===== src/rtl/tmr_pkg.sv =====
package tmr_pkg;
  localparam int TMR_SEL_W       = 3;
  localparam int TMR_PRE_MIN_EXP = 3;
  localparam int TMR_CTRL_W      = 10;

  localparam logic [2:0] MODE_TIMER   = 3'b000;
  localparam logic [2:0] MODE_COUNT   = 3'b001;
  localparam logic [2:0] MODE_GATE_HI = 3'b010;
  localparam logic [2:0] MODE_GATE_LO = 3'b011;

  typedef struct packed {
    logic                 outEn;
    logic                 extDir;
    logic                 down;
    logic                 run;
    logic [2:0]           mode;
    logic [TMR_SEL_W-1:0] sel;
  } tmrCtrl_t;

  typedef struct packed {
    logic step;
    logic up;
  } tmrStrobe_t;
endpackage


===== src/rtl/tmr_ctrl.sv =====
module tmr_ctrl
  import tmr_pkg::*;
#(
  parameter int SYNC_STAGES = 2
) (
  input  logic       clk,
  input  logic       rstN,
  input  logic       ctrlWrEn,
  input  tmrCtrl_t   ctrlWrData,
  input  logic       extIn,
  input  logic       dirIn,
  output tmrCtrl_t   ctrlQ,
  output tmrStrobe_t strb
);
  localparam int PRE_W = TMR_PRE_MIN_EXP + (1 << TMR_SEL_W) - 1;

  logic [SYNC_STAGES-1:0] syncQ;
  logic                   extSync;
  logic                   extPrev;
  logic                   rise;
  logic                   fall;
  logic [PRE_W-1:0]       preQ;
  logic [PRE_W:0]         preFull;
  logic [PRE_W-1:0]       preLast;
  logic                   usePre;
  logic                   gateOpen;
  logic                   preEn;
  logic                   preTick;
  logic                   evTick;

  always_ff @(posedge clk) begin
    if (!rstN) ctrlQ <= '0;
    else if (ctrlWrEn) ctrlQ <= ctrlWrData;
  end

  always_ff @(posedge clk) begin
    if (!rstN) begin
      syncQ   <= '0;
      extPrev <= 1'b0;
    end else begin
      syncQ   <= {syncQ[SYNC_STAGES-2:0], extIn};
      extPrev <= syncQ[SYNC_STAGES-1];
    end
  end

  assign extSync = syncQ[SYNC_STAGES-1];
  assign rise    = extSync & ~extPrev;
  assign fall    = ~extSync & extPrev;

  always_comb begin
    preFull  = ({{PRE_W{1'b0}}, 1'b1} << (TMR_PRE_MIN_EXP + int'(ctrlQ.sel))) - 1'b1;
    preLast  = preFull[PRE_W-1:0];
    usePre   = 1'b0;
    gateOpen = 1'b0;
    case (ctrlQ.mode)
      MODE_TIMER:   begin usePre = 1'b1; gateOpen = 1'b1;     end
      MODE_GATE_HI: begin usePre = 1'b1; gateOpen = extSync;  end
      MODE_GATE_LO: begin usePre = 1'b1; gateOpen = ~extSync; end
      default:      begin usePre = 1'b0; gateOpen = 1'b0;     end
    endcase
    preEn   = ctrlQ.run & usePre & gateOpen;
    preTick = preEn & (preQ >= preLast);
    evTick  = ctrlQ.run & (ctrlQ.mode == MODE_COUNT) &
              ((ctrlQ.sel[0] & rise) | (ctrlQ.sel[1] & fall));
    strb.step = preTick | evTick;
    strb.up   = ctrlQ.extDir ? ~dirIn : ~ctrlQ.down;
  end

  always_ff @(posedge clk) begin
    if (!rstN) preQ <= '0;
    else if (!(ctrlQ.run & usePre)) preQ <= '0;
    else if (preEn) preQ <= preTick ? '0 : preQ + 1'b1;
  end
endmodule


===== src/rtl/tmr_dpath.sv =====
module tmr_dpath
  import tmr_pkg::*;
#(
  parameter int CNT_W = 16
) (
  input  logic             clk,
  input  logic             rstN,
  input  tmrStrobe_t       strb,
  input  logic             cntWrEn,
  input  logic [CNT_W-1:0] cntWrData,
  input  logic             irqClr,
  input  logic             outEn,
  output logic [CNT_W-1:0] cntQ,
  output logic             irqFlag,
  output logic             toggleOut
);
  logic wrapHit;
  logic togQ;

  assign wrapHit = strb.step & ~cntWrEn & (strb.up ? (&cntQ) : ~(|cntQ));

  always_ff @(posedge clk) begin
    if (!rstN) cntQ <= '0;
    else if (cntWrEn) cntQ <= cntWrData;
    else if (strb.step) cntQ <= strb.up ? cntQ + CNT_W'(1) : cntQ - CNT_W'(1);
  end

  always_ff @(posedge clk) begin
    if (!rstN) begin
      irqFlag <= 1'b0;
      togQ    <= 1'b0;
    end else begin
      if (wrapHit) irqFlag <= 1'b1;
      else if (irqClr) irqFlag <= 1'b0;
      togQ <= togQ ^ wrapHit;
    end
  end

  assign toggleOut = togQ & outEn;
endmodule


===== src/rtl/mm_core_timer.sv =====
module mm_core_timer
  import tmr_pkg::*;
#(
  parameter int CNT_W = 16
) (
  input  logic                  clk,
  input  logic                  rstN,
  input  logic                  ctrlWrEn,
  input  logic [TMR_CTRL_W-1:0] ctrlWrData,
  input  logic                  cntWrEn,
  input  logic [CNT_W-1:0]      cntWrData,
  output logic [CNT_W-1:0]      cntRdData,
  input  logic                  extIn,
  input  logic                  dirIn,
  input  logic                  irqClr,
  output logic                  irqFlag,
  output logic                  toggleOut
);
  tmrCtrl_t   ctrlQ;
  tmrStrobe_t strb;

  tmr_ctrl #(.SYNC_STAGES(2)) ctrl_i (
    .clk        (clk),
    .rstN       (rstN),
    .ctrlWrEn   (ctrlWrEn),
    .ctrlWrData (tmrCtrl_t'(ctrlWrData)),
    .extIn      (extIn),
    .dirIn      (dirIn),
    .ctrlQ      (ctrlQ),
    .strb       (strb)
  );

  tmr_dpath #(.CNT_W(CNT_W)) dpath_i (
    .clk       (clk),
    .rstN      (rstN),
    .strb      (strb),
    .cntWrEn   (cntWrEn),
    .cntWrData (cntWrData),
    .irqClr    (irqClr),
    .outEn     (ctrlQ.outEn),
    .cntQ      (cntRdData),
    .irqFlag   (irqFlag),
    .toggleOut (toggleOut)
  );
endmodule


===== config.mk =====
export PLATFORM = sky130hd
export DESIGN_NAME = mm_core_timer
export DESIGN_NICKNAME = d
export VERILOG_FILES = /design/src/rtl/tmr_pkg.sv /design/src/rtl/tmr_ctrl.sv /design/src/rtl/tmr_dpath.sv /design/src/rtl/mm_core_timer.sv
export SDC_FILE = /design/constraint.sdc
export NUM_CORES = 1
export LEC_CHECK = 0
export BUFFER_PORTS_ARGS = -buffer_cell sky130_fd_sc_hd__buf_2
export CORE_MARGIN = 2
export CORE_UTILIZATION = 50
export CTS_BUF_LIST = sky130_fd_sc_hd__clkbuf_8
export DETAILED_ROUTE_END_ITERATION = 6
export PLACE_DENSITY = 0.74
export SLEW_MARGIN = 20
export SYNTH_ARGS = -nofsm -noshare
export SYNTH_HDL_FRONTEND = slang
export SYNTH_SLANG_ARGS = --single-unit

===== constraint.sdc =====
create_clock -name clk -period 4.02 [get_ports clk]
set_input_delay 0.804 -clock clk [delete_from_list [all_inputs] [get_ports clk]]
set_output_delay 0.804 -clock clk [all_outputs]
set_load 0.005 [all_outputs]

**Word level (Yosys, flattened, before mapping)**

Index checks and enable logic that the tools add are counted.

- Flip-flop bits (word level): 41
- Input port bits: 33
- Output and inout bits: 18

- Add/subtract/negate cells: 5
- $lt $le $gt $ge: 1
- Equality and inequality tests: 3
- Shifts and indexed selects: 1
- Muxes and demuxes: 10
- Bitwise logic cells: 21
- Reductions and logical operators: 7

Operator list:

| cell | count |
|---|---|
| 2-to-1 mux 16 bit | 3 |
| << shifter 1 x 32 -> 10 bit, first input constant | 1 |
| adder 16 x 1 -> 16 bit, second input constant | 1 |
| AND reduction 16 bit | 1 |
| OR reduction 16 bit | 1 |
| subtractor 16 x 1 -> 16 bit, second input constant | 1 |
| bitwise AND 1 bit | 12 |
| adder 10 x 1 -> 10 bit, second input constant | 1 |
| greater-or-equal comparator 10 bit | 1 |
| 2-to-1 mux 10 bit | 1 |
| subtractor 10 x 1 -> 10 bit, second input constant | 1 |
| equality test 3 x 2 -> 1 bit, second input constant | 2 |
| NOT 1 bit | 6 |
| 2-to-1 mux 1 bit | 5 |
| adder 2 x 3 -> 4 bit, first input constant | 1 |
| nonzero test 2 bit | 2 |
| equality test 3 x 1 -> 1 bit, second input constant | 1 |
| zero test 3 bit | 1 |
| case mux 1 bit (3 select lines) | 1 |
| OR reduction 3 bit | 1 |
| bitwise OR 1 bit | 2 |
| AND reduction 2 bit | 1 |
| bitwise XOR 1 bit | 1 |

**Depth between registers and ports, before layout**

Gate-level depths: netlist (run 1).

- Depth after elaboration: 10
- Gate-level depth with buffers: 13
- Depth with buffers taken out: 10

**Cells and area by module**

Synthesis (run 1) repeated with hierarchy kept, for this count alone.

- Cell total of the unflattened synthesis: 340
- Area total of the unflattened synthesis: 2,904.0 µm²

By module, submodules not included:

| module | instances | cells an instance | area an instance (µm²) | sequential area each (µm²) |
|---|---|---|---|---|
| tmr_dpath | 1 | 193 | 1,532.7 | 360.3 |
| tmr_ctrl | 1 | 147 | 1,371.3 | 460.4 |

**Worst setup path before layout (run 1)**

No wires, ideal clock.

- Path kind: in2reg
- Start: input port dirIn
- End: register dpath_i.cntQ[15]
- Arrival time: 3.067 ns
- Path slack: 0.836 ns
- Stages: 9
- Path buffers: 0
- Path through: mux2i_1 > inv_1 > ha_1 > a21oi_1 > nand4b_1 > a2111oi_2 > o21ai_1 > a21o_1 > a32o_1

- Cells in the longest elaborated chain, start to end: 5

RTL lines:

| element | RTL line | text |
|---|---|---|
| start: declaration | mm_core_timer.sv:14 | `input logic dirIn,` |
| NOT 1 bit | tmr_ctrl.sv:66 | `strb.up = ctrlQ.extDir ? ~dirIn : ~ctrlQ.down;` |
| 2-to-1 mux 1 bit | tmr_ctrl.sv:66 |  |
| 2-to-1 mux 16 bit (2 in series) | tmr_dpath.sv:25 | `else if (strb.step) cntQ <= strb.up ? cntQ + CNT_W'(1) : cntQ - CNT_W'(1);` |
| 2-to-1 mux 16 bit | tmr_dpath.sv:24 | `else if (cntWrEn) cntQ <= cntWrData;` |
| end signal: assignment | tmr_dpath.sv:24 |  |
| end signal: assignment | tmr_dpath.sv:25 |  |
| end: declaration | tmr_dpath.sv:13 | `output logic [CNT_W-1:0] cntQ,` |

Every way passes these cells. The select of a mux whose other input is x is not followed.
A chain may end at the register's enable or synchronous reset.

**Final worst setup path (run 1)**

Ends and elaborated chain as after synthesis.

==> impl_metrics.json, run 1 <==
{
  "area_growth_pct": 14.1,
  "ys.flop_type": "dfxtp_1",
  "cts_buffers": 5,
  "p_per_area_nw_per_um2": 312,
  "clk_pin_slew_worst_paths_ns": 0.09,
  "post_cts_buffers": 0,
  "wire_per_inst_um": 14.2,
  "drc": 0,
  "ff2ff_setup_slack_ns": 0.76,
  "dp.final_hpwl_mm": 4.98,
  "post_cts_resized": 0,
  "final_common_cell": "buf_2",
  "cp-end-kind": "flop",
  "async_flop_share_pct": 0,
  "yosys.area_share.simple_pct": 23.7,
  "tightest_slew_ns": 0.777,
  "fin_util_pct": 59.3,
  "initialDrtViolationCount": 164,
  "drv_cap": 0,
  "start_kind": "input port",
  "cts_num_sinks": 41,
  "tns_ns": 0,
  "clk_latency_ns": 0.30,
  "fin_skew_ns": 0.00765,
  "synth_cell_types": 53,
  "grt-ovfl-total": 0,
  "antenna_found_initial": 0,
  "critPathRequiredTime_ns": 4.22,
  "start_util_pct": 52.0,
  "fmax_mhz": 290,
  "comb_power_share_pct": 21.6,
  "p_seq_share_pct": 43.7,
  "fin_ws_ns": 0.568,
  "cts_max_level": 2,
  "ios": 51,
  "die_w_um": 79.9,
  "slew_violations": 0,
  "finalCritPeriodShare_pct": 85.9,
  "track_usage_pct": 22.8,
  "critPathMaxStageDelay_ns": 0.60,
  "fp.dieArea_um2": 6380,
  "cp_max_fo": 14,
  "synth-seq-cells": 41,
  "cts_tree": "yes",
  "p_sw_mw": 0.300,
  "dr.pass1.iters": 5,
  "slew_headroom_pct": 48.2,
  "syn_area_um2": 2880,
  "portBuffers": 50,
  "crit_type": "in -> reg",
  "ys_seq_area_share_pct": 28.5,
  "p_sw_share_pct": 29.3,
  "synth_compound_area_share_pct": 21.0,
  "place_ws_ns": 0.306,
  "hp-class": "reg -> reg",
  "final_nets": 459,
  "dp.cells": 464,
  "holdWs_ns": 0.446,
  "wirelength_mm": 6.72,
  "core_area_um2": 5540,
  "final_cell_mix": "buf_2, dfxtp_1, a21oi_1",
  "die_y_um": 79.9,
  "finalHoldViolCount": 0,
  "worstPathArrival_ns": 3.65,
  "grt_start_max_net_pins": 36,
  "syn_avg_cell_area_um2": 8.09,
  "cellLeakagePower_nw": 1.40,
  "crit_chain": "buf_2, mux2i_1, inv_1, ha_1, a21oi_1, nand4b_1, a2111oi_2, o21ai_1, a21o_1, a32o_1",
  "yosys_warnings": 0,
  "synthXorXnorAreaFrac_pct": 6.04,
  "placementRows": 27,
  "status": "finished clean",
  "grt_pass1_wl_mm": 11.6,
  "synthMuxAreaShare_pct": 4.91,
  "period_needed_ns": 3.45,
  "synth_edf_count": 0,
  "rsz0062_at_grt": "no",
  "netlist_instances": 356,
  "crit_path_top_delay_cell": "a2111oi_2",
  "vias_per_cell": 5.74,
  "n_fill_cell": 514,
  "ant_nets": 0,
  "synth-adder-area-share_pct": 12.0,
  "hold_buffers": 0,
  "grt_pass1_vias": 2495,
  "power_frac_clock_pct": 34.7,
  "synth_top_family_by_area": "simple AND/OR/NAND/NOR gates",
  "p_int_mw": 0.725,
  "antenna_cells": 0,
  "max-vdd-ir-drop_uv": 151,
  "final_cell_count_no_fill": 472,
  "layout-drive-gt1-share_pct": 15.8,
  "root_buffer": "clkbuf_8",
  "clockBufferDepth": 2,
  "setup_viol": 0,
  "place.gp.congestion": 0.887,
  "dr_total_vias": 2707
}
## power by group through the flow
stage	clock network, mW	logic [mW]	registers [mW]
after detailed placement	0	0.218	0.457
after floorplan	0	0.165	0.450
after global routing	0.381	0.251	0.452
after CTS	0.365	0.220	0.448
after global placement	0	0.215	0.457
final	0.356	0.222	0.448
## sequential cells by signal, summed over array words and instances, names as in the netlist
register	flops
dpath_i.cntQ	16
ctrl_i.ctrlQ	10
ctrl_i.preQ	10
ctrl_i.syncQ	2
ctrl_i.extPrev	1
dpath_i.irqFlag	1
dpath_i.togQ	1
## stage by stage
stage / area (um^2) / total power [mW]
after floorplan: 2890 / 0.615
after global placement: 3170 / 0.671
after detailed placement: 3170 / 0.675
after CTS: 3290 / 1.03
after global routing: 3290 / 1.08
final: 3290 / 1.03
## worst max-delay path: cells and delay by family
family,cells,cell delay (ns)
AO/OA/AOI/OAI,5,1.26
adder cells (fa/ha/maj),1,0.40
buffers and inverters,2,0.51
multiplexers,1,0.42
AND/OR/NAND/NOR,1,0.25
## cells in the mapped netlist (2+ instances only)
| library cell | n | area, um^2 |
|---|---|---|
| nand3_1 | 19 | 95.1 |
| and3_1 | 4 | 25.0 |
| clkbuf_1 | 12 | 45.0 |
| and2_1 | 6 | 37.5 |
| inv_1 | 10 | 37.5 |
| o31ai_1 | 3 | 22.5 |
| xor2_1 | 10 | 87.6 |
| ha_1 | 26 | 325 |
| nor2b_1 | 14 | 87.6 |
| o21a_1 | 2 | 15.0 |
| nor3_1 | 3 | 15.0 |
| nand2_1 | 27 | 101 |
| nor4_1 | 5 | 31.3 |
| nand2b_1 | 6 | 37.5 |
| and4_1 | 2 | 17.5 |
| a31oi_1 | 5 | 31.3 |
| or3b_1 | 2 | 17.5 |
| buf_2 | 5 | 25.0 |
| nor2_1 | 21 | 78.8 |
| dfxtp_1 | 41 | 821 |
| o21bai_1 | 2 | 15.0 |
| a21oi_1 | 32 | 160 |
| a211oi_1 | 3 | 22.5 |
| nand4_1 | 10 | 62.6 |
| a2111oi_0 | 2 | 17.5 |
| a21o_1 | 6 | 45.0 |
| mux2i_1 | 13 | 130 |
| a41oi_1 | 4 | 35.0 |
| o21ai_0 | 27 | 135 |
| or3_1 | 4 | 25.0 |
| xnor2_1 | 8 | 70.1 |
## layout make-up
class                      count  area, um^2  area share (%)
clock buffer                   6        82.6            2.51
clock inverter                 2        37.5            1.14
inverter                      10        37.5            1.14
multi-input combinational    290        1960            59.6
sequential                    41         821            25.0
tap                           72        90.1            2.74
timing repair buffer          51         258            7.84
## final timing paths
check | from | to | cells after the start
max | dirIn | dpath_i.cntQ[15] | 10
min | ctrl_i.syncQ[0] | ctrl_i.syncQ[1] | 1
max reg2reg | ctrl_i.ctrlQ[8] | dpath_i.cntQ[15] | 9
min reg2reg | ctrl_i.syncQ[0] | ctrl_i.syncQ[1] | 1
## metal layers
layer / part of all wire [%] / routed length [um] / GRT usage (%)
met2: 43 / 2920 / 34.8
met4: 1.9 / 127 / 7.29
met5: 0 / 0 / 0
met3: 4.5 / 301 / 4.07
met1: 50 / 3370 / 32.5
## cell families (layout without fill, tap and decap cells)
family,after synthesis,after routing
compound gates,98,98
xor+xnor,19,19
fa+ha+maj,27,27
buf+inv,27,69
flops,41,41
mux,14,14
other cells,1,3
simple gates,129,129
(Power assumes the default switching activity.)
==> run 2: changes to the inputs <==
CORE_ASPECT_RATIO = 0.7   (was not set)
==> run 2 against run 1 <==
  * Register-to-register slack better by 0.21 ns
  * Global-route usage is 1.7 points higher
  * Count of clock-buffer cells in the layout decreased by 1
  * Fmax up 6.4%
  * Critical endpoint is now dpath_i.cntQ[14]
  * Largest cell class unchanged
  * Largest power group unchanged
  * Highest routed layer unchanged
==> impl_metrics.json, run 2 (synthesis gave the netlist of run 1 again) <==
{
  "root_buffer": "clkbuf_8",
  "top_register": "dpath_i.cntQ",
  "area_growth_pct": 14.2,
  "drc": 0,
  "dr.pass1.iters": 4,
  "p_per_area_nw_per_um2": 306,
  "grt_start_max_net_pins": 36,
  "tns_ns": 0,
  "final_area_um2": 3290,
  "p_sw_share_pct": 30.0,
  "holdWs_ns": 0.439,
  "dp.final_hpwl_mm": 5.54,
  "slew_headroom_pct": 43.6,
  "clk_latency_ns": 0.29,
  "cts_tree": "yes",
  "crit_type": "in -> reg",
  "fin_skew_ns": 0.00677,
  "p_seq_share_pct": 44.5,
  "rsz0062_at_grt": "no",
  "comb_power_share_pct": 22.8,
  "max-vdd-ir-drop_uv": 159,
  "cts_max_level": 2,
  "cts_buffers": 5,
  "status": "finished clean",
  "largest_reg_flops": 16,
  "total_power_mw": 1.01,
  "grt_pass1_vias": 2493,
  "dr_total_vias": 2829,
  "die_y_um": 67.5,
  "setup_viol": 0,
  "vias_per_cell": 5.94,
  "wirelength_mm": 7.54,
  "critPathRequiredTime_ns": 4.23,
  "crit_path_top_delay_cell": "a2111oi_1",
  "tightest_slew_ns": 0.845,
  "top_regs": "dpath_i.cntQ x16, ctrl_i.ctrlQ x10, ctrl_i.preQ x10",
  "clockBufferDepth": 2,
  "cts_num_sinks": 41,
  "grt-ovfl-total": 0,
  "final_cell_mix": "buf_2, dfxtp_1, a21oi_1",
  "ant_nets": 0,
  "post_cts_resized": 0,
  "power_frac_clock_pct": 32.7,
  "core_area_um2": 5640,
  "hp-class": "reg -> reg",
  "final_nets": 461,
  "post_cts_buffers": 0,
  "critPathTopFamily": "compound AO/OA/AOI/OAI gates",
  "period_needed_ns": 3.24,
  "placementRows": 23,
  "crit_chain": "buf_2, mux2i_1, inv_1, buf_4, ha_1, o21ai_0, a2111oi_1, nor2_1, a41oi_1, xnor2_1, o31ai_1",
  "drv_cap": 0,
  "cp-end-kind": "flop",
  "finalHoldViolCount": 0,
  "track_usage_pct": 24.5,
  "initialDrtViolationCount": 153,
  "fp.dieArea_um2": 6390,
  "final_common_cell": "buf_2",
  "fmax_mhz": 308,
  "worstPathArrival_ns": 3.46,
  "ios": 51,
  "p_sw_mw": 0.302,
  "start_util_pct": 51.1,
  "cellLeakagePower_nw": 1.41,
  "cp_max_fo": 14,
  "critPathMaxStageDelay_ns": 0.52,
  "place.gp.congestion": 0.933,
  "hold_buffers": 0,
  "wire_per_inst_um": 15.8,
  "grt_pass1_wl_mm": 12.1,
  "die_w_um": 94.7,
  "slew_violations": 0,
  "finalCritPeriodShare_pct": 80.7,
  "worstPathBufferInverterCount": 3,
  "placed_cell_area_um2": 3180,
  "clk_pin_slew_worst_paths_ns": 0.08,
  "antenna_found_initial": 0,
  "layout-drive-gt1-share_pct": 16.0,
  "portBuffers": 50,
  "antenna_cells": 0,
  "p_int_mw": 0.705,
  "start_kind": "input port"
}
[run 2: cell types whose count changed in the layout (fill, tap and decap cells not counted), sizes merged]
cell	before	now
clkbuf	6	5
clkinvlp	1	0
clkinv	0	1
buf	51	53
[run 2: worst reg2reg max path: stages (launching register included)]
cell and delay [ns]:
dfxtp_1 0.36, mux2i_1 0.53, inv_1 0.09, buf_4 0.22, ha_1 0.39, o21ai_0 0.13
a2111oi_1 0.52, nor2_1 0.17, a41oi_1 0.27, xnor2_1 0.08, o31ai_1 0.21
[run 2: power groups by stage]
stage	Clock (mW)	Combinational, mW	Sequential (mW)
detailed placement	0	0.223	0.457
floorplan	0	0.165	0.450
global route	0.348	0.256	0.452
CTS	0.333	0.226	0.448
finish	0.330	0.229	0.448
global placement	0	0.221	0.457
[run 2: routing by layer]
layer  track usage (%)  part of all wire (%)  vias to the layer above
met5                 0                     0                        -
met4              7.25                  0.78                        0
met3              5.02                   8.6                        8
met2              35.5                    41                      119
met1              36.4                    50                     1307
li1                  -                     -                     1395
[run 2: final cells by class]
type | instances | area, um^2
Clock inverter | 2 | 35.0
Timing Repair Buffer | 53 | 273
Fill cell | 520 | 2350
Inverter | 10 | 37.5
Multi-Input combinational cell | 290 | 1960
Tap cell | 75 | 93.8
Sequential cell | 41 | 821
Clock buffer | 5 | 68.8
[run 2: worst paths after layout]
path | from | to | slack, ns | depth (start not counted)
setup / recovery | dirIn | dpath_i.cntQ[14] | 0.78 | 11
hold / removal | ctrl_i.syncQ[0] | ctrl_i.syncQ[1] | 0.44 | 1
hold reg to reg | ctrl_i.syncQ[0] | ctrl_i.syncQ[1] | 0.44 | 1
setup reg to reg | ctrl_i.ctrlQ[8] | dpath_i.cntQ[14] | 0.97 | 10
[run 2: per-stage QoR]
stage / cells / utilization, % / worst slack, ns
2_1_floorplan: 358 / - / 0.836
3_3_place_gp: 469 / 56.5 / 0.580
3_5_place_dp: 469 / 56.5 / 0.484
4_1_cts: 476 / 58.3 / 0.781
5_1_grt: 476 / 58.3 / 0.496
6_report: 476 / 58.3 / 0.776
